### src/rtl/simd_pe_pkg.sv
package simd_pe_pkg;

   typedef enum logic [3:0] {
      OP_NOP   = 4'd0,
      OP_ADD   = 4'd1,
      OP_SUB   = 4'd2,
      OP_AND   = 4'd3,
      OP_OR    = 4'd4,
      OP_XOR   = 4'd5,
      OP_MOV   = 4'd6,
      OP_NOT   = 4'd7,
      OP_LDI   = 4'd8,
      OP_CEQ   = 4'd9,
      OP_CLT   = 4'd10,
      OP_SETEN = 4'd11
   } pe_op_e;

   typedef enum logic [1:0] {
      PH_RDA = 2'd0,
      PH_RDB = 2'd1,
      PH_EX  = 2'd2
   } pe_phase_e;

   function automatic logic op_known(input logic [3:0] code);
      return (code != 4'd0) && (code <= 4'd11);
   endfunction

   function automatic logic op_two_src(input pe_op_e op);
      return op inside {OP_ADD, OP_SUB, OP_AND, OP_OR, OP_XOR, OP_CEQ, OP_CLT};
   endfunction

   function automatic logic op_writes(input pe_op_e op);
      return !(op inside {OP_CEQ, OP_CLT, OP_SETEN});
   endfunction

endpackage

### src/rtl/pe_ram.sv
module pe_ram #(
   parameter int DATA_W     = 8,
   parameter int MAIN_BYTES = 256,
   parameter int PART_CNT   = 4,
   parameter int PART_BYTES = 32,
   parameter int ADDR_W     = 9
) (
   input  logic              clk,
   input  logic              we,
   input  logic [ADDR_W-1:0] waddr,
   input  logic [DATA_W-1:0] wdata,
   input  logic [ADDR_W-1:0] raddr,
   output logic [DATA_W-1:0] rdata
);
   localparam int MAIN_AW = $clog2(MAIN_BYTES);
   localparam int PART_AW = $clog2(PART_BYTES);

   logic [DATA_W-1:0] main_mem [MAIN_BYTES];
   logic [DATA_W-1:0] part_rd  [PART_CNT];
   logic [PART_CNT-1:0] part_hit;
   logic main_rhit, main_whit;

   assign main_rhit = raddr < ADDR_W'(MAIN_BYTES);
   assign main_whit = waddr < ADDR_W'(MAIN_BYTES);

   always_ff @(posedge clk) begin
      if (we && main_whit) main_mem[waddr[MAIN_AW-1:0]] <= wdata;
   end

   // one bank per I/O partition, stacked above the main region
   for (genvar p = 0; p < PART_CNT; p++) begin : g_part
      localparam int BASE = MAIN_BYTES + p * PART_BYTES;
      logic [DATA_W-1:0] bank [PART_BYTES];
      logic whit;
      assign whit        = (waddr >= ADDR_W'(BASE)) && (waddr < ADDR_W'(BASE + PART_BYTES));
      assign part_hit[p] = (raddr >= ADDR_W'(BASE)) && (raddr < ADDR_W'(BASE + PART_BYTES));
      assign part_rd[p]  = bank[raddr[PART_AW-1:0]];
      always_ff @(posedge clk) begin
         if (we && whit) bank[waddr[PART_AW-1:0]] <= wdata;
      end
   end

   always_comb begin
      rdata = '0;
      if (main_rhit) rdata = main_mem[raddr[MAIN_AW-1:0]];
      for (int p = 0; p < PART_CNT; p++) begin
         if (part_hit[p]) rdata = part_rd[p];
      end
   end
endmodule

### src/rtl/pe_alu.sv
module pe_alu
   import simd_pe_pkg::*;
#(
   parameter int DATA_W = 8
) (
   input  pe_op_e            op,
   input  logic [DATA_W-1:0] a,
   input  logic [DATA_W-1:0] b,
   input  logic [DATA_W-1:0] imm,
   input  logic              cin,
   output logic [DATA_W-1:0] y,
   output logic              cout
);
   logic [DATA_W:0] sum, diff;

   assign sum  = {1'b0, a} + {1'b0, b} + {{DATA_W{1'b0}}, cin};
   assign diff = {1'b0, a} - {1'b0, b} - {{DATA_W{1'b0}}, cin};

   always_comb begin
      y    = a;
      cout = 1'b0;
      case (op)
         OP_ADD:         begin y = sum[DATA_W-1:0];  cout = sum[DATA_W];  end
         OP_SUB, OP_CLT: begin y = diff[DATA_W-1:0]; cout = diff[DATA_W]; end
         OP_AND:         y = a & b;
         OP_OR:          y = a | b;
         OP_XOR:         y = a ^ b;
         OP_NOT:         y = ~a;
         OP_LDI:         y = imm;
         default:        y = a;
      endcase
   end
endmodule

### src/rtl/pe_seq.sv
module pe_seq
   import simd_pe_pkg::*;
#(
   parameter int DATA_W     = 8,
   parameter int ADDR_W     = 9,
   parameter int MAX_BYTES  = 8,
   parameter int LEN_CODE_W = 2
) (
   input  logic                  clk,
   input  logic                  rst_n,
   input  logic                  uop_valid,
   input  logic [3:0]            uop_op,
   input  logic [LEN_CODE_W-1:0] uop_len,
   input  logic [ADDR_W-1:0]     uop_dst,
   input  logic [ADDR_W-1:0]     uop_srca,
   input  logic [ADDR_W-1:0]     uop_srcb,
   input  logic [DATA_W-1:0]     uop_imm,
   output logic [ADDR_W-1:0]     ram_raddr,
   input  logic [DATA_W-1:0]     ram_rdata,
   output logic                  ram_we,
   output logic [ADDR_W-1:0]     ram_waddr,
   output pe_op_e                alu_op,
   output logic [DATA_W-1:0]     alu_a,
   output logic [DATA_W-1:0]     alu_b,
   output logic [DATA_W-1:0]     alu_imm,
   output logic                  alu_cin,
   input  logic                  alu_cout,
   output logic                  busy,
   output logic                  done,
   output logic                  en_flag
);
   localparam int IDX_W = $clog2(MAX_BYTES);

   pe_phase_e         ph_q;
   pe_op_e            op_q;
   logic [IDX_W-1:0]  idx_q, last_q;
   logic [ADDR_W-1:0] dst_q, srca_q, srcb_q;
   logic [DATA_W-1:0] imm_q, ra_q, rb_q;
   logic              busy_q, carry_q, eq_q, flag_q;
   logic              accept, in_ex, last_step, eq_all;

   assign accept    = uop_valid && !busy_q && op_known(uop_op);
   assign in_ex     = busy_q && (ph_q == PH_EX);
   assign last_step = in_ex && (idx_q == last_q);
   assign eq_all    = eq_q && (ra_q == rb_q);

   always_ff @(posedge clk or negedge rst_n) begin
      if (!rst_n) begin
         busy_q  <= 1'b0;
         ph_q    <= PH_RDA;
         op_q    <= OP_NOP;
         idx_q   <= '0;
         last_q  <= '0;
         dst_q   <= '0;
         srca_q  <= '0;
         srcb_q  <= '0;
         imm_q   <= '0;
         ra_q    <= '0;
         rb_q    <= '0;
         carry_q <= 1'b0;
         eq_q    <= 1'b1;
         flag_q  <= 1'b1;
      end else if (accept) begin
         busy_q  <= 1'b1;
         ph_q    <= PH_RDA;
         op_q    <= pe_op_e'(uop_op);
         idx_q   <= '0;
         last_q  <= IDX_W'((1 << uop_len) - 1);
         dst_q   <= uop_dst;
         srca_q  <= uop_srca;
         srcb_q  <= uop_srcb;
         imm_q   <= uop_imm;
         carry_q <= 1'b0;
         eq_q    <= 1'b1;
      end else if (busy_q) begin
         case (ph_q)
            PH_RDA: begin
               ra_q <= ram_rdata;
               ph_q <= op_two_src(op_q) ? PH_RDB : PH_EX;
            end
            PH_RDB: begin
               rb_q <= ram_rdata;
               ph_q <= PH_EX;
            end
            default: begin
               carry_q <= alu_cout;
               eq_q    <= eq_all;
               ph_q    <= PH_RDA;
               if (idx_q == last_q) begin
                  busy_q <= 1'b0;
                  if (op_q == OP_CEQ)   flag_q <= eq_all;
                  if (op_q == OP_CLT)   flag_q <= alu_cout;
                  if (op_q == OP_SETEN) flag_q <= 1'b1;
               end else begin
                  idx_q <= idx_q + 1'b1;
               end
            end
         endcase
      end
   end

   assign ram_raddr = ((ph_q == PH_RDB) ? srcb_q : srca_q) + ADDR_W'(idx_q);
   assign ram_waddr = dst_q + ADDR_W'(idx_q);
   assign ram_we    = in_ex && op_writes(op_q) && flag_q;
   assign alu_op    = op_q;
   assign alu_a     = ra_q;
   assign alu_b     = rb_q;
   assign alu_imm   = imm_q;
   assign alu_cin   = carry_q;
   assign busy      = busy_q;
   assign done      = last_step;
   assign en_flag   = flag_q;
endmodule

### src/rtl/simd_pe.sv
module simd_pe
   import simd_pe_pkg::*;
#(
   parameter int DATA_W     = 8,
   parameter int MAIN_BYTES = 256,
   parameter int PART_CNT   = 4,
   parameter int PART_BYTES = 32,
   parameter int MAX_BYTES  = 8,
   parameter int ADDR_W     = $clog2(MAIN_BYTES + PART_CNT * PART_BYTES),
   parameter int LEN_CODE_W = $clog2($clog2(MAX_BYTES) + 1)
) (
   input  logic                  clk,
   input  logic                  rst_n,
   input  logic                  uop_valid,
   input  logic [3:0]            uop_op,
   input  logic [LEN_CODE_W-1:0] uop_len,
   input  logic [ADDR_W-1:0]     uop_dst,
   input  logic [ADDR_W-1:0]     uop_srca,
   input  logic [ADDR_W-1:0]     uop_srcb,
   input  logic [DATA_W-1:0]     uop_imm,
   output logic                  busy,
   output logic                  done,
   output logic                  en_flag,
   output logic                  mem_we,
   output logic [ADDR_W-1:0]     mem_waddr,
   output logic [DATA_W-1:0]     mem_wdata
);
   localparam int MEM_BYTES = MAIN_BYTES + PART_CNT * PART_BYTES;

   if ((MAIN_BYTES & (MAIN_BYTES - 1)) != 0 || (PART_BYTES & (PART_BYTES - 1)) != 0) begin : g_bad_pow2
      $error("simd_pe: region sizes must be powers of two");
   end
   if (MAIN_BYTES < PART_BYTES || MAX_BYTES < 2 || (MAX_BYTES & (MAX_BYTES - 1)) != 0) begin : g_bad_size
      $error("simd_pe: bad MAIN_BYTES/PART_BYTES/MAX_BYTES combination");
   end
   if ((1 << ADDR_W) < MEM_BYTES) begin : g_bad_addr
      $error("simd_pe: ADDR_W too narrow for local memory");
   end

   logic [ADDR_W-1:0] ram_raddr;
   logic [DATA_W-1:0] ram_rdata, alu_a, alu_b, alu_imm, alu_y;
   logic              alu_cin, alu_cout;
   pe_op_e            alu_op;

   pe_seq #(
      .DATA_W(DATA_W), .ADDR_W(ADDR_W), .MAX_BYTES(MAX_BYTES), .LEN_CODE_W(LEN_CODE_W)
   ) u_seq (
      .clk(clk), .rst_n(rst_n),
      .uop_valid(uop_valid), .uop_op(uop_op), .uop_len(uop_len),
      .uop_dst(uop_dst), .uop_srca(uop_srca), .uop_srcb(uop_srcb), .uop_imm(uop_imm),
      .ram_raddr(ram_raddr), .ram_rdata(ram_rdata),
      .ram_we(mem_we), .ram_waddr(mem_waddr),
      .alu_op(alu_op), .alu_a(alu_a), .alu_b(alu_b), .alu_imm(alu_imm),
      .alu_cin(alu_cin), .alu_cout(alu_cout),
      .busy(busy), .done(done), .en_flag(en_flag)
   );

   pe_alu #(.DATA_W(DATA_W)) u_alu (
      .op(alu_op), .a(alu_a), .b(alu_b), .imm(alu_imm), .cin(alu_cin),
      .y(alu_y), .cout(alu_cout)
   );

   pe_ram #(
      .DATA_W(DATA_W), .MAIN_BYTES(MAIN_BYTES), .PART_CNT(PART_CNT),
      .PART_BYTES(PART_BYTES), .ADDR_W(ADDR_W)
   ) u_ram (
      .clk(clk), .we(mem_we), .waddr(mem_waddr), .wdata(alu_y),
      .raddr(ram_raddr), .rdata(ram_rdata)
   );

   assign mem_wdata = alu_y;
endmodule

### config.mk
export PLATFORM = sky130hd
export DESIGN_NAME = simd_pe
export DESIGN_NICKNAME = d
export VERILOG_FILES = /design/src/rtl/simd_pe_pkg.sv /design/src/rtl/pe_ram.sv /design/src/rtl/pe_alu.sv /design/src/rtl/pe_seq.sv /design/src/rtl/simd_pe.sv
export SDC_FILE = /design/constraint.sdc
export NUM_CORES = 2
export LEC_CHECK = 0
export BUFFER_PORTS_ARGS = -buffer_cell sky130_fd_sc_hd__buf_4
export CELL_PAD_IN_SITES_DETAIL_PLACEMENT = 1
export CELL_PAD_IN_SITES_GLOBAL_PLACEMENT = 2
export CORE_MARGIN = 3
export CORE_UTILIZATION = 40
export CTS_CLUSTER_SIZE = 28
export DETAILED_ROUTE_END_ITERATION = 16
export PLACE_DENSITY = 0.76
export SLEW_MARGIN = 10
export SYNTH_ARGS = -nofsm -noshare
export SYNTH_HDL_FRONTEND = slang
export SYNTH_HIERARCHICAL = 1
export SYNTH_SLANG_ARGS = --single-unit
### constraint.sdc
create_clock -name clk -period 29.5 [get_ports clk]
set_clock_uncertainty 0.15 [all_clocks]
set_input_delay 1.475 -clock clk [delete_from_list [all_inputs] [get_ports clk]]
set_output_delay 1.475 -clock clk [all_outputs]
set_load 0.005 [all_outputs]
Yosys cells after proc, flatten, opt, wreduce, memory -nomap -nowiden
Memory sizes are Yosys's and may differ from the RTL's.
Index checks and enable logic that the tools add are counted.
Operators by class
  add/sub/neg operators: 8
  $lt $le $gt $ge: 19
  equality and inequality tests: 16
  shift operators: 1
  muxes and demuxes: 39
  bitwise logic cells: 6
  reduce and logical (&&, ||, !) cells: 35
Operators by type and width (count)
  less-than comparator 9 bit, second input constant: 10
  >= comparator 9 bit, second input constant: 8
  case mux 8 bit (7 select lines): 1
  2-to-1 mux 8 bit: 5
  2-to-1 mux 1 bit: 23
  logical AND 1 bit: 21
  adder 9 x 3 -> 9 bit: 2
  equality test 4 bit, second input constant: 4
  equality test 4 x 3 -> 1 bit, second input constant: 3
  2-to-1 mux 3 bit: 4
  adder 8 x 8 -> 9 bit: 1
  adder 9 x 1 -> 9 bit: 1
  2-to-1 mux 9 bit: 1
  AND reduction 3 bit: 3
  subtractor 8 x 8 -> 9 bit: 1
  subtractor 9 x 1 -> 9 bit: 1
  AND 8 bit: 1
  equality test 4 x 2 -> 1 bit, second input constant: 2
  equality test 8 bit: 1
  NOT 8 bit: 1
  bitwise OR 8 bit: 1
  XOR 8 bit: 1
  nonzero test 7 bit: 1
  2-to-1 mux 2 bit: 3
  other kinds (20): 24
Storage, ports and cells
  register bits: 67
  bits in writable memories: 3072
  input port bits: 44
  output and inout port bits: 21
  word-level logic and storage cells: 143
  memories: 5
Memories
  u_ram.main_mem: depth 256, bits a word 8, rd ports 1, clocked after memory_dff 0, wr ports 1, line pe_ram.sv:18  | logic [DATA_W-1:0] main_mem [MAIN_BYTES];
  u_ram.g_part[0].bank: depth 32, bits a word 8, rd ports 1, clocked after memory_dff 0, wr ports 1, line pe_ram.sv:33  | logic [DATA_W-1:0] bank [PART_BYTES];
  u_ram.g_part[1].bank: depth 32, bits a word 8, rd ports 1, clocked after memory_dff 0, wr ports 1, line pe_ram.sv:33
  u_ram.g_part[2].bank: depth 32, bits a word 8, rd ports 1, clocked after memory_dff 0, wr ports 1, line pe_ram.sv:33
  u_ram.g_part[3].bank: depth 32, bits a word 8, rd ports 1, clocked after memory_dff 0, wr ports 1, line pe_ram.sv:33

Longest topological paths before layout
  word-level depth: 9
  mapped depth: 22
  gate-level depth less buffers: 16

By module
Netlist, hierarchy kept.
By module, submodules not included
  pe_ram: instances 1, cells each 5526, area an instance 119726.1 um^2, seq. area each 92248.5 um^2
  pe_seq: instances 1, cells each 265, area an instance 3367.0 um^2, seq. area each 1679.1 um^2
  pe_alu: instances 1, cells each 191, area an instance 1432.6 um^2, seq. area each 0.0 um^2

Worst setup path after synthesis
Ideal clock, no wire load.
  kind: flip-flop to flip-flop
  start: register u_seq.ra_q[1] (netlist: u_seq/alu_a[1])
  end: memory u_ram.g_part[0].bank[0][3], data pin
  arrival: 17.035 ns
  required time: 26.066 ns
  slack: 9.030 ns
  stages on the path, launching flop included: 6
  buffers on the path: 0
  period minus slack after synthesis: 20.470 ns
  cell sequence: dfrtp_1 inv_1 ha_1 a211oi_1 nor2_1 o311ai_1
Between the ends
  longest elaborated chain between the ends: 3
  elaborated cells on any way between the ends: 5
  those cells by class: add/sub: 4; mux: 1
RTL lines
  from (decl): line pe_seq.sv:38  | logic [DATA_W-1:0] imm_q, ra_q, rb_q;
  from (signal assigned): line pe_seq.sv:78  | ra_q <= ram_rdata;
  subtractor 8 x 8 -> 9 bit / adder 8 x 8 -> 9 bit (equally long branches): line pe_alu.sv:17, pe_alu.sv:16
  subtractor 9 x 1 -> 9 bit / adder 9 x 1 -> 9 bit (equally long branches): line pe_alu.sv:17, pe_alu.sv:16
  case mux 8 bit (7 select lines) *: line pe_alu.sv:22  | case (op)
  named net mem_wdata[3]: line simd_pe.sv:26  | output logic [DATA_W-1:0] mem_wdata
  to (decl): line pe_ram.sv:33
The timed path passes the listed nets; every way through them passes the cells marked *.

Worst setup path after layout
  start: register u_seq.ph_q[1]
  end: register u_seq.rb_q[0] (netlist: u_seq/alu_b[0])
Between the ends
  longest elaborated chain between the ends: 9
  elaborated cells on any way between the ends: 27
  those cells by class: add/sub: 1; order compare: 9; eq/ne: 1; mux: 6; reduce/logical: 5; memory: 5
RTL lines
  from (decl): line pe_seq.sv:34  | pe_phase_e ph_q;
  from (signal assigned): line pe_seq.sv:79  | ph_q <= op_two_src(op_q) ? PH_RDB : PH_EX;
  equality test 2 x 1 -> 1 bit *: line pe_seq.sv:102  | assign ram_raddr = ((ph_q == PH_RDB) ? srcb_q : srca_q) + ADDR_W'(idx_q);
  2-to-1 mux 9 bit *: line pe_seq.sv:102
  adder 9 x 3 -> 9 bit *: line pe_seq.sv:102
  named net ram_raddr[1]: line simd_pe.sv:40  | logic [ADDR_W-1:0] ram_raddr;
  memory read (256 x 8 bit), or another cell as far along
  2-to-1 mux 8 bit / logical AND 1 bit (equally long branches): line pe_ram.sv:45, pe_ram.sv:36
  2-to-1 mux 8 bit (3 in a row): line pe_ram.sv:47  | if (part_hit[p]) rdata = part_rd[p];
  2-to-1 mux 8 bit *: line pe_ram.sv:47
  named net ram_rdata[0]: line simd_pe.sv:41  | logic [DATA_W-1:0] ram_rdata, alu_a, alu_b, alu_imm, alu_y;
  to (signal assigned): line pe_seq.sv:82  | rb_q <= ram_rdata;
  to (decl): line pe_seq.sv:38
Marks and branches as above.
A chain may end at the register's enable or synchronous reset.

==> summary.txt <==
Synth
  – Number of synthesized flops with an enable pin: 3,072
  – Post-synth ARST share: 0.02134
  – Synth Area in Simple Gates: 0.03237
  – Mux contribution to synthesized area: 0.1631
  – Leading post-synthesis cells by cell area: edfxtp_1 (74%), mux4_2 (15%), nor2_1 (1.4%)
  – XOR/XNOR Fraction of Synth Area: 0.002532
  – Yosys cell types: 79
  – Post-Syn Nets: 6,070
  – Ys Warns: 6
  – Adder-Cell Fraction of Synth Area: 0.004783
  – Compound-Gate Fraction of Synth Area: 0.02468
  – Average size of a mapped cell: about 21 µm²
  – Flops & latches, synth: about 3,100
  – Share of the synthesized area in the top cell type: 0.7408
  – Largest family of logic cells by synthesized area: multiplexers
  – Post-Synthesis Cells: roughly 6,000
  – Sequential cell area fraction in the yosys report: 0.7543
  – Synth Cell Area: between 100,000 and 150,000 µm²
  – Area leader, netlist: edfxtp_1
  – Main synth FF type: edfxtp_1

Setup path
  – Slowest stage cell on the critical path: fa_4
  – Reg2Reg Depth: 15
  – Crit path launch type: flop
  – Flop2flop setup slack: 20.69 ns
  – CP endpoint kind: flop
  – Critical path fanouts, max: 130
  – Worst Path Class, Setup: flop to flop
  – Cells along the critical path: nand2b_1 -> mux2_2 -> ha_4 -> fa_4 -> buf_4 -> buf_12 -> buf_4 -> buf_4 -> mux4_2 -> mux4_2 -> mux2i_1 -> o22ai_1 -> a31oi_1 -> o211ai_1 -> mux2_2
  – WP data arrival: 9.40 ns
  – Worst path required time: between 30 and 40 ns
  – Critical path's most frequent cell: buf_4
  – CP max stage delay: 1.22 ns

Die
  – Initial core utilization: 0.4025
  – Die height: 564.0 µm
  – Total core area: between 300,000 and 400,000 µm²
  – Row count: 204
  – Die Wd: 564.0 µm
  – Die area: 318,000 µm²
  – Ports: 65

Hold path
  – Worst hold path type: flop to flop
  – Hold path cells: 1

Layout
  – Most common cell after layout, fill and taps aside: edfxtp_1
  – Most frequent cells in the layout: edfxtp_1 (3,072), mux4_2 (807), nor2_1 (475)
  – Nets@finish: 6,272
  – Final Util: 0.4518
  – Area grow syn2layout: 12.24%
  – Layout cell share with drive strength beyond 1: 0.2465

Clock network
  – Sinks on Clock Net: around 3,100
  – Post-CTS Hold Buffers: 0
  – Root buf cell: clkbuf_16
  – Cts repair resizes: 0
  – Clk_lat worst skew: 0.89 ns
  – TritonCTS clock tree: yes
  – H-tree levels: 5
  – Clk pin slew, worst setup/hold paths: roughly 0.06 ns
  – Worst-case clock buffer depth: 4
  – Post-CTS Repair Setup Buffers: 0
  – TritonCTS buffer count: 319

STA
  – Setup violations, final: 0
  – Slew Viols, Final: 0
  – Total negative setup slack: 0 ns
  – Endpoints failing hold: 0
  – Peak Freq: 113.5 MHz
  – Unrepaired setup endpoints after global routing: no
  – Min Tclk post-route: between 8 and 9 ns
  – Final period utilization: 0.2987
  – Worst Tran Pin Value: 1.452 ns
  – Max-slew headroom: 0.03216

Global route
  – GRT busiest layer: met2
  – Met2 usage: 0.3454
  – M1 GR Usage: 0.3246
  – Initial antenna violation count: 29
  – GR met3 Demand/Resource: 0.05085
  – Total GRT Usage: 0.2261
  – Global route overflow: 0
  – First-pass GRT wire length: around 500,000 µm
  – Largest net degree at the start of global routing: 240
  – Number of global-route vias before repair: about 65,000

Routing
  – Via/cell ratio: about 6.1
  – DRT Pass-1 Iters: 6
  – Post-route ant nets: 0
  – Total Wirelength: 363,000 µm
  – Drt initial violations: 9,170
  – Residual DRC: 0
  – Vias: 64,170
  – Post-DR wirelength/cell: 34.38 µm

Placement
  – Dpl hpwl: roughly 220,000 µm
  – GPL Wtd Cong: 0.8540
  – Port Buffers: between 60 and 70

Flow run
  – Count of max-cap constraint violations: 0

Status
  – Outcome: finished, final reports clean
-- cells by family after synthesis --
group	after synthesis
xor+xnor	36
flops	3139
buf+inv	377
mux	1012
fa+ha+maj	44
compound gates	433
simple gates	941
-- cell usage after synthesis, drive strengths merged (10+ instances only) --
| master | instances |
|---|---|
| a211oi | 17 |
| a21oi | 75 |
| a221oi | 45 |
| a22oi | 69 |
| a31oi | 26 |
| and2 | 12 |
| and3 | 11 |
| buf | 206 |
| clkbuf | 136 |
| dfrtp | 65 |
| edfxtp | 3072 |
| ha | 38 |
| inv | 34 |
| mux2 | 66 |
| mux2i | 139 |
| mux4 | 807 |
| nand2 | 241 |
| nand2b | 24 |
| nand3 | 52 |
| nand4 | 17 |
| nor2 | 479 |
| nor2b | 28 |
| nor3 | 40 |
| o211ai | 24 |
| o21ai | 59 |
| o22ai | 30 |
| o31ai | 10 |
| or3 | 12 |
| xnor2 | 13 |
| xor2 | 23 |
-- critical path: cells and delay by family (launching register included) --
family	cells	cell delay, ns
AND/OR/NAND/NOR	1	0.71
AO/OA/AOI/OAI	3	0.93
multiplexers	5	2.00
adder cells (fa/ha/maj)	2	1.39
buffers and inverters	4	2.74
flip-flops	1	0.42
-- layer usage --
layer / vias up / wire length, µm
met5: - / 190
met4: 4 / 11290
met3: 585 / 39120
met2: 3686 / 168200
met1: 34710 / 144200
li1: 25190 / -
-- area by class of cell --
cell class              count  area (µm²)
fillers                 28450      169600
clock inverters           166        1637
multi-input cells        2466       28570
diodes                     13       32.53
repair buffers            223        1869
clock buffers             396        8428
well taps                4120        5155
inverters                  35       146.4
flip-flops and latches   3139       93930
-- flip-flops by register name, indices dropped and copies added (netlist names) --
| register | count |
|---|---|
| u_seq/alu_a | 8 |
| u_seq/en_flag | 1 |
| u_seq/alu_b | 8 |
| u_seq/last_q | 3 |
| u_seq/idx_q | 3 |
| u_seq/alu_op | 4 |
| u_seq/eq_q | 1 |
| u_ram/g_part.bank | 1024 |
| u_seq/alu_imm | 8 |
| u_ram/main_mem | 2048 |
| u_seq/srcb_q | 9 |
| u_seq/busy | 1 |
| u_seq/alu_cin | 1 |
| u_seq/dst_q | 9 |
| u_seq/ph_q | 2 |
| u_seq/srca_q | 9 |
-- worst paths after layout --
check,from,endpoint
setup reg to reg,u_seq/ph_q[1],u_seq/alu_b[0]
min in group asynchronous,rst_n,u_seq/dst_q[8]
hold reg to reg,u_seq/srca_q[8],u_seq/srca_q[8]
setup / recovery,u_seq/ph_q[1],u_seq/alu_b[0]
hold / removal,u_seq/srca_q[8],u_seq/srca_q[8]
max in group asynchronous,rst_n,u_seq/alu_b[7]
-- through the flow --
step                hold WS, ns  setup WS (ns)  instance area, µm²  std cells
CTS                      0.3644          20.73              139700      10540
global placement         0.3406          20.85              129600       9982
floorplan                0.3172          9.030              124500       5982
detailed placement       0.3482          20.76              129600       9982
finish                   0.3623          20.69              139800      10560
global route             0.3843          20.45              139700      10550
Power is left out: the tool's default activity adds up to more than one toggle a clock period on the data nets, which glitch-free logic cannot reach.
